===== config.mk =====
export PLATFORM = sky130hd
export DESIGN_NAME = flash_table_ctrl
export DESIGN_NICKNAME = d
export VERILOG_FILES = /design/src/rtl/ftc_pkg.sv /design/src/rtl/ftc_ptr.sv /design/src/rtl/ftc_hold.sv /design/src/rtl/ftc_seq.sv /design/src/rtl/flash_table_ctrl.sv
export SDC_FILE = /design/constraint.sdc
export NUM_CORES = 2
export LEC_CHECK = 0
export BUFFER_PORTS_ARGS = -buffer_cell sky130_fd_sc_hd__buf_2
export CORE_ASPECT_RATIO = 2
export CORE_MARGIN = 4
export CORE_UTILIZATION = 31
export DETAILED_ROUTE_END_ITERATION = 7
export REMOVE_ABC_BUFFERS = 1
export SLEW_MARGIN = 10
export SYNTH_ARGS = -nofsm -noshare
export SYNTH_HDL_FRONTEND = slang
export SYNTH_SLANG_ARGS = --single-unit
export TNS_END_PERCENT = 5

===== constraint.sdc =====
create_clock -name clk -period 3.8 [get_ports clk]
set_input_delay 0.19 -clock clk [delete_from_list [all_inputs] [get_ports clk]]
set_output_delay 0.19 -clock clk [all_outputs]
set_load 0.01 [all_outputs]

===== src/rtl/ftc_pkg.sv =====
package ftc_pkg;

   typedef enum logic [1:0] {
      OP_WORD  = 2'd0,
      OP_BLOCK = 2'd1,
      OP_ERASE = 2'd2,
      OP_BULK  = 2'd3
   } ftc_op_e;

   typedef enum logic [1:0] {
      STEP_HOLD = 2'd0,
      STEP_INC  = 2'd1,
      STEP_DEC  = 2'd2,
      STEP_RSV  = 2'd3
   } ftc_step_e;

endpackage


===== src/rtl/ftc_ptr.sv =====
module ftc_ptr
   import ftc_pkg::*;
#(
   parameter int ADDR_W = 24,
   parameter int NBYTES = ADDR_W / 8,
   parameter int SEL_W  = $clog2(NBYTES)
) (
   input  logic              clk,
   input  logic              rst_n,
   input  logic              step_en,
   input  ftc_step_e         step,
   input  logic              byte_we,
   input  logic [SEL_W-1:0]  byte_sel,
   input  logic [7:0]        byte_wdata,
   output logic [ADDR_W-1:0] q
);

   logic [ADDR_W-1:0] stepped;
   logic [ADDR_W-1:0] nxt;

   always_comb begin
      stepped = q;
      if (step_en) begin
         case (step)
            STEP_INC: stepped = q + ADDR_W'(1);
            STEP_DEC: stepped = q - ADDR_W'(1);
            default:  stepped = q;
         endcase
      end
   end

   for (genvar g = 0; g < NBYTES; g++) begin : g_byte
      assign nxt[8*g +: 8] = (byte_we && byte_sel == SEL_W'(g)) ? byte_wdata
                                                                 : stepped[8*g +: 8];
   end

   always_ff @(posedge clk or negedge rst_n) begin
      if (!rst_n) q <= '0;
      else        q <= nxt;
   end

   // post-increment and post-decrement
   a_r3_post_inc: assert property (@(posedge clk) disable iff (!rst_n)
      (step_en && step == STEP_INC && !byte_we) |=> q == $past(q) + ADDR_W'(1));
   a_r3_post_dec: assert property (@(posedge clk) disable iff (!rst_n)
      (step_en && step == STEP_DEC && !byte_we) |=> q == $past(q) - ADDR_W'(1));
   a_r3_idle_hold: assert property (@(posedge clk) disable iff (!rst_n)
      (!step_en && !byte_we) |=> $stable(q));
   // an explicit byte write wins over the step for its own field
   a_r4_byte_override: assert property (@(posedge clk) disable iff (!rst_n)
      (byte_we && byte_sel == '0) |=> q[7:0] == $past(byte_wdata));

endmodule


===== src/rtl/ftc_hold.sv =====
module ftc_hold #(
   parameter int BYTES  = 64,
   parameter int IDX_W  = $clog2(BYTES),
   parameter int WIDX_W = IDX_W - 1
) (
   input  logic              clk,
   input  logic              rst_n,
   input  logic              we,
   input  logic [IDX_W-1:0]  widx,
   input  logic [7:0]        wdata,
   input  logic              clr,
   input  logic [WIDX_W-1:0] ridx,
   output logic [15:0]       rword
);

   logic [7:0] hb [BYTES];

   always_ff @(posedge clk or negedge rst_n) begin
      if (!rst_n) begin
         for (int i = 0; i < BYTES; i++) hb[i] <= 8'hFF;
      end else if (clr) begin
         for (int i = 0; i < BYTES; i++) hb[i] <= 8'hFF;
      end else if (we) begin
         hb[widx] <= wdata;
      end
   end

   assign rword = {hb[{ridx, 1'b1}], hb[{ridx, 1'b0}]};

   // staging refilled after a commit
   a_r11_clear_fills: assert property (@(posedge clk) disable iff (!rst_n)
      clr |=> rword == 16'hFFFF);
   // a written byte is visible on the word it belongs to
   a_r5_write_lands: assert property (@(posedge clk) disable iff (!rst_n)
      (we && !clr && widx == {ridx, 1'b0}) |=> (rword[7:0] == $past(wdata)) || (ridx != $past(ridx)));

endmodule


===== src/rtl/ftc_seq.sv =====
module ftc_seq
   import ftc_pkg::*;
#(
   parameter int WA          = 23,
   parameter int HOLD_WORDS  = 32,
   parameter int ERASE_WORDS = 512,
   parameter int PROG_TICKS  = 600,
   parameter int HW_W        = $clog2(HOLD_WORDS),
   parameter int EW_W        = $clog2(ERASE_WORDS),
   parameter int TICK_W      = $clog2(PROG_TICKS + 1)
) (
   input  logic            clk,
   input  logic            rst_n,
   input  logic            start,
   input  ftc_op_e         op,
   input  logic [WA-1:0]   ptr_word,
   output logic            busy,
   output logic            done,
   output logic            issue_prog,
   output logic            issue_erase,
   output logic [WA-1:0]   addr,
   output logic [HW_W-1:0] hidx,
   output logic            commit_end
);

   localparam logic [TICK_W-1:0] N_WORD  = TICK_W'(1);
   localparam logic [TICK_W-1:0] N_BLOCK = TICK_W'(HOLD_WORDS);
   localparam logic [TICK_W-1:0] N_ERASE = TICK_W'(ERASE_WORDS);
   localparam logic [TICK_W-1:0] T_LAST  = TICK_W'(PROG_TICKS - 1);

   ftc_op_e           op_r;
   logic [WA-1:0]     base_r;
   logic [WA-1:0]     base_nxt;
   logic [HW_W-1:0]   widx_r;
   logic [TICK_W-1:0] tick;
   logic [TICK_W-1:0] nwords;
   logic              last;
   logic              active;

   always_comb begin
      case (op)
         OP_BLOCK: base_nxt = {ptr_word[WA-1:HW_W], {HW_W{1'b0}}};
         OP_ERASE: base_nxt = {ptr_word[WA-1:EW_W], {EW_W{1'b0}}};
         default:  base_nxt = ptr_word;
      endcase
   end

   always_comb begin
      case (op_r)
         OP_BLOCK: nwords = N_BLOCK;
         OP_ERASE: nwords = N_ERASE;
         default:  nwords = N_WORD;
      endcase
   end

   assign last = (tick == T_LAST);

   always_ff @(posedge clk or negedge rst_n) begin
      if (!rst_n) begin
         busy   <= 1'b0;
         done   <= 1'b0;
         op_r   <= OP_WORD;
         base_r <= '0;
         widx_r <= '0;
         tick   <= '0;
      end else begin
         done <= 1'b0;
         if (!busy) begin
            if (start) begin
               busy   <= 1'b1;
               tick   <= '0;
               op_r   <= op;
               base_r <= base_nxt;
               widx_r <= ptr_word[HW_W-1:0];
            end
         end else if (last) begin
            busy <= 1'b0;
            done <= 1'b1;
         end else begin
            tick <= tick + TICK_W'(1);
         end
      end
   end

   assign active      = busy && (tick < nwords);
   assign issue_prog  = active && (op_r != OP_ERASE);
   assign issue_erase = active && (op_r == OP_ERASE);
   assign addr        = base_r + WA'(tick);
   assign hidx        = (op_r == OP_WORD) ? widx_r : tick[HW_W-1:0];
   assign commit_end  = busy && last && (op_r != OP_ERASE);

   // start, completion pulse and timer bound
   a_r10_start_busy: assert property (@(posedge clk) disable iff (!rst_n)
      (start && !busy) |=> busy);
   a_r10_done_after_busy: assert property (@(posedge clk) disable iff (!rst_n)
      done |-> (!busy && $past(busy)));
   a_r10_tick_bound: assert property (@(posedge clk) disable iff (!rst_n)
      busy |-> (tick <= T_LAST));
   // erase traffic stays inside the block chosen at start
   a_r8_erase_in_block: assert property (@(posedge clk) disable iff (!rst_n)
      issue_erase |-> (addr[WA-1:EW_W] == base_r[WA-1:EW_W]));

endmodule


===== src/rtl/flash_table_ctrl.sv =====
module flash_table_ctrl
   import ftc_pkg::*;
#(
   parameter int ADDR_W      = 24,
   parameter int HOLD_BYTES  = 64,
   parameter int ERASE_BYTES = 1024,
   parameter int PROG_TICKS  = 600
) (
   input  logic                          clk,
   input  logic                          rst_n,
   input  logic                          ptr_we,
   input  logic [$clog2(ADDR_W/8)-1:0]   ptr_sel,
   input  logic [7:0]                    ptr_wdata,
   output logic [ADDR_W-1:0]             ptr_q,
   input  logic                          lat_we,
   input  logic [7:0]                    lat_wdata,
   output logic [7:0]                    lat_q,
   input  logic                          tbl_rd,
   input  logic                          tbl_wr,
   input  logic [1:0]                    tbl_step,
   input  logic                          cmd_start,
   input  logic [1:0]                    cmd_op,
   output logic                          fetch_stall,
   output logic                          busy,
   output logic                          done,
   output logic                          err,
   output logic [ADDR_W-2:0]             fl_addr,
   input  logic [15:0]                   fl_rdata,
   output logic                          fl_prog,
   output logic                          fl_erase,
   output logic [15:0]                   fl_wdata
);

   localparam int NPB         = ADDR_W / 8;
   localparam int PSEL_W      = $clog2(NPB);
   localparam int WA          = ADDR_W - 1;
   localparam int HIDX_W      = $clog2(HOLD_BYTES);
   localparam int HOLD_WORDS  = HOLD_BYTES / 2;
   localparam int ERASE_WORDS = ERASE_BYTES / 2;

   if (ADDR_W % 8 != 0 || NPB < 2) begin : g_bad_addr
      $error("ADDR_W must be a multiple of 8 and at least 16");
   end
   if (HOLD_BYTES < 4 || (1 << HIDX_W) != HOLD_BYTES) begin : g_bad_hold
      $error("HOLD_BYTES must be a power of two, at least 4");
   end
   if (ERASE_BYTES < HOLD_BYTES || (1 << $clog2(ERASE_BYTES)) != ERASE_BYTES
       || ERASE_BYTES >= (1 << (ADDR_W - 1))) begin : g_bad_erase
      $error("ERASE_BYTES must be a power of two within the address space and not below HOLD_BYTES");
   end
   if (PROG_TICKS < ERASE_WORDS) begin : g_bad_ticks
      $error("PROG_TICKS must cover one cycle per erased word");
   end

   logic            tbl_go;
   logic            seq_busy;
   logic            seq_prog;
   logic            seq_erase;
   logic [WA-1:0]   seq_addr;
   logic [HIDX_W-2:0] seq_hidx;
   logic            commit_end;
   logic            bulk_req;
   logic            err_r;
   logic [15:0]     hold_word;

   assign tbl_go   = !seq_busy && (tbl_rd || tbl_wr);
   assign bulk_req = cmd_start && (ftc_op_e'(cmd_op) == OP_BULK);

   ftc_ptr #(
      .ADDR_W (ADDR_W),
      .NBYTES (NPB),
      .SEL_W  (PSEL_W)
   ) u_ptr (
      .clk        (clk),
      .rst_n      (rst_n),
      .step_en    (tbl_go),
      .step       (ftc_step_e'(tbl_step)),
      .byte_we    (ptr_we),
      .byte_sel   (ptr_sel),
      .byte_wdata (ptr_wdata),
      .q          (ptr_q)
   );

   always_ff @(posedge clk or negedge rst_n) begin
      if (!rst_n) begin
         lat_q <= '0;
      end else if (!seq_busy && tbl_rd) begin
         lat_q <= ptr_q[0] ? fl_rdata[15:8] : fl_rdata[7:0];
      end else if (lat_we) begin
         lat_q <= lat_wdata;
      end
   end

   ftc_hold #(
      .BYTES  (HOLD_BYTES),
      .IDX_W  (HIDX_W),
      .WIDX_W (HIDX_W - 1)
   ) u_hold (
      .clk   (clk),
      .rst_n (rst_n),
      .we    (!seq_busy && tbl_wr),
      .widx  (ptr_q[HIDX_W-1:0]),
      .wdata (lat_q),
      .clr   (commit_end),
      .ridx  (seq_hidx),
      .rword (hold_word)
   );

   ftc_seq #(
      .WA          (WA),
      .HOLD_WORDS  (HOLD_WORDS),
      .ERASE_WORDS (ERASE_WORDS),
      .PROG_TICKS  (PROG_TICKS)
   ) u_seq (
      .clk         (clk),
      .rst_n       (rst_n),
      .start       (cmd_start && !bulk_req),
      .op          (ftc_op_e'(cmd_op)),
      .ptr_word    (ptr_q[ADDR_W-1:1]),
      .busy        (seq_busy),
      .done        (done),
      .issue_prog  (seq_prog),
      .issue_erase (seq_erase),
      .addr        (seq_addr),
      .hidx        (seq_hidx),
      .commit_end  (commit_end)
   );

   always_ff @(posedge clk or negedge rst_n) begin
      if (!rst_n) err_r <= 1'b0;
      else        err_r <= bulk_req && !seq_busy;
   end

   assign err         = err_r;
   assign busy        = seq_busy;
   assign fetch_stall = seq_busy;
   assign fl_addr     = seq_busy ? seq_addr : ptr_q[ADDR_W-1:1];
   assign fl_prog     = seq_prog;
   assign fl_erase    = seq_erase;
   assign fl_wdata    = hold_word;

   // flash is only driven while fetch is stalled
   a_r10_stall_covers_flash: assert property (@(posedge clk) disable iff (!rst_n)
      (fl_prog || fl_erase) |-> fetch_stall);
   // reads are refused while busy
   a_r10_read_refused: assert property (@(posedge clk) disable iff (!rst_n)
      (seq_busy && tbl_rd && !lat_we) |=> $stable(lat_q));
   // bulk erase is refused with an error pulse
   a_r9_bulk_refused: assert property (@(posedge clk) disable iff (!rst_n)
      (bulk_req && !seq_busy) |=> (err && !busy));
   // a table write never reaches flash directly
   a_r5_no_direct_prog: assert property (@(posedge clk) disable iff (!rst_n)
      (tbl_wr && !seq_busy) |-> !fl_prog);

endmodule


==> impl_metrics.py <==
metrics = {
    "status": {
        "status": "finished, final reports clean",
    },
    "cts": {
        "cts_htree_levels": 2,
        "clkLatencyLatePin_ps": 670,
        "clk_pin_slew_worst_paths_ps": 70,
        "cts_tree": "done",
        "clockBufferDepth": 3,
        "clock-root-buffer": "clkbuf_16",
        "cts_inserted_buffers": 55,
        "clock-sinks": 587,
    },
    "power": {
        "max-vdd-ir-drop_v": 0.000348,
        "intPower_mw": 10.0,
        "clockPowerShare": 0.438,
        "finalPower_mw": 13.9,
        "power_density_nw_per_um2": 380,
        "pwr-share-seq": 0.473,
        "power_frac_comb": 0.088,
        "cellLeakagePower_nw": 15.8,
        "p_sw_mw": 3.88,
        "netSwitchingFraction": 0.280,
    },
    "global_route": {
        "grt_max_degree": 129,
        "grt_pass1_wl_mm": 177,
        "grtUsageTotal": 0.210,
        "gr-total-overflow": 0,
        "first_global_vias": 28964,
        "antenna_found_initial": 2,
    },
    "finish": {
        "nFillCells": 10264,
        "drive_above_1_share": 0.268,
        "multi_input_area_um2": 15300,
        "layout.cells.non_filler": 5118,
        "syn2layout_area_growth_pct": 15.3,
        "layout.nets": 3799,
        "seq_area_um2": 15300,
    },
    "worst_setup_path": {
        "cp-start-kind": "flop",
        "critPathArrivalTime_ps": 3560,
        "cp_cell_sequence": "inv_1 -> ha_4 -> mux2i_4 -> buf_12 -> buf_12 -> mux4_2 -> nand2_1 -> nand2_1 -> o21ai_0 -> a211oi_1 -> buf_2",
        "slowest_delay_ps": 530,
        "cp_data_required_time_ps": 3610,
        "crit_slowest_cell": "mux4_2",
        "cp_max_fo": 24,
        "crit_type": "reg2out",
        "crit_path_end_kind": "output pin",
    },
    "detailed_routing": {
        "drc_errors": 0,
        "dr_wl_met2_mm": 60.0,
        "routed.top_layer": "met5",
        "wl_mm": 117,
        "routed_via_density": 5.59,
        "routedLengthMet1_mm": 41.4,
        "dr_wl_met3_mm": 6.90,
        "wl_per_cell_um": 22.8,
        "via_count": 28603,
        "postRouteAntennaNets": 0,
        "drt_first_iter_violations": 2460,
        "drt_first_pass_iters": 8,
    },
    "sta": {
        "finalHoldViolCount": 0,
        "fin_worst_skew_ps": 35.5,
        "min_period_ps": 3750,
        "tightest_slew_ps": 1090,
        "hold_slack_ps": 159,
        "clock.fmax_ghz": 0.267,
        "finalCritPeriodShare": 0.987,
        "drv_slew": 0,
        "finalSetupViolations": 0,
        "relSlewSlack": 0.271,
        "fin_ws_ps": 50.6,
        "rsz0062_at_grt": "yes",
    },
    "yosys": {
        "synth_top_area_cell": "dfstp_2",
        "async_reset_ff_frac": 1.00,
        "synth_top_cell_area_share": 0.425,
        "ys_types": 64,
        "yosysWarnings": 0,
        "avgSynthCellArea_um2": 8.59,
        "ys_ff_latch": 587,
        "synth-seq-area-share": 0.484,
        "synthCells": 3687,
        "synthTopCellsByArea": "dfstp_2, nand2_1, nand3_1, mux4_2, dfrtp_1",
        "syn_area_um2": 31700,
        "synth_edf_count": 0,
        "ys_dominant_reg_cell": "dfstp_2",
    },
    "floorplan": {
        "die_y_um": 460,
        "num_rows": 165,
        "fp.dieW_um": 234,
        "coreArea_um2": 101000,
        "die-area_um2": 108000,
        "num_io_pins": 122,
        "start_util": 0.313,
    },
    "place": {
        "place_congestion": 0.914,
        "io_buffers": 121,
        "dpl.hpwl_mm": 77.0,
        "place_worst_setup_slack_ps": 477,
        "dp.cells": 4964,
    },
    "worst_hold_path": {
        "min_path_type": "in2async",
    },
    "flow_run": {
        "maxCapViolCount": 0,
    },
}
-- area by class of cell --
class,count,share of cell area
diodes,1,0.0000685
repair buffers,272,0.0615
inverters,17,0.00175
flip-flops and latches,587,0.420
clock inverters,39,0.0113
clock buffers,65,0.0415
multi-input cells,2801,0.418
well taps,1336,0.0457
-- state kept, by name, indices dropped and copies added (netlist names) --
signal        flops
err               1
u_seq.op_r        2
lat_q             8
u_seq.done        1
u_seq.base_r     23
u_hold.hb       512
u_seq.busy        1
u_ptr.q          24
u_seq.tick       10
u_seq.widx_r      5
-- path summary, 6_finish.rpt --
path,start,end,slack (ps),cells past startpoint
setup / recovery,u_seq.op_r[0],fl_wdata[6],50,11
hold / removal,rst_n,u_seq.base_r[6],160,2
setup reg to reg,u_ptr.q[0],u_ptr.q[22],850,8
hold reg to reg,u_seq.base_r[0],u_seq.base_r[0],480,2
max in group asynchronous,rst_n,u_hold.hb[213],2550,3
min in group clk,tbl_step[1],u_ptr.q[1],240,6
-- power groups by stage --
stage | clock [mW] | combinational [mW] | sequential, mW
final | 6.09 | 1.23 | 6.58
after global routing | 6.42 | 1.32 | 6.58
after CTS | 6.22 | 1.21 | 6.57
after detailed placement | 0 | 1.17 | 6.67
after global placement | 0 | 1.17 | 6.67
after floorplan | 0 | 0.404 | 6.65
-- stage by stage --
step           utilization  TNS (ps)  cell area [um^2]
6_report             0.361         0             36500
5_1_grt              0.361      -201             36500
4_1_cts              0.359     -64.3             36400
3_5_place_dp         0.335         0             34000
3_3_place_gp         0.335         0             34000
2_1_floorplan            -  -3252590             30500
-- cells in the mapped netlist (19+ instances only) --
library cell / number
a211oi_1: 121
a21oi_1: 131
a31oi_1: 40
buf_2: 26
clkbuf_1: 228
dfrtp_1: 75
dfstp_2: 512
ha_1: 19
mux2i_1: 23
mux4_2: 96
nand2_1: 1321
nand3_1: 551
nor2_1: 109
nor3_1: 51
o21ai_0: 86
o22ai_1: 35
xnor2_1: 23
-- critical path, delay by kind of cell, from the launching register on --
kind | cells | cell delay, ps
flops | 1 | 390
fa+ha+maj | 1 | 220
simple gates | 2 | 130
mux | 2 | 810
buf+inv | 4 | 700
compound gates | 2 | 600
-- layer usage --
metal  GRT usage  vias to the layer above
li1            -                    12769
met4       0.131                        2
met2       0.374                     1258
met3      0.0284                      377
met1       0.234                    14197
met5           0                        -
-- repair_timing --
| action | CTS | global route |
|---|---|---|
| gates cloned | 2 | 3 |
| endpoints found under the hold margin | 80 | 0 |
| setup buffers | 5 | 8 |
| pin swaps | 1 | 1 |
| resized for setup | 9 | 16 |
| endpoints found under the setup margin | 16 | 17 |
| hold buffers | 31 | 0 |
-- cells in the final DEF (no fill, tap or decap), drive strengths merged, types with 51 or more instances in the layout --
cell / n
dfrtp: 75
nor3: 51
clkbuf: 68
nand2: 1321
a211oi: 121
dfstp: 512
nor2: 109
mux4: 96
nand3: 552
o21ai: 88
a21oi: 133
buf: 237
-- cells by family after synthesis --
logic type	synth area share
multiplexers	0.0787
AND/OR/NAND/NOR	0.291
adder cells (fa/ha/maj)	0.00813
AO/OA/AOI/OAI	0.0898
XOR/XNOR	0.00995
buffers and inverters	0.0382
flip-flops	0.484
Power figures use the tool's default switching activity.
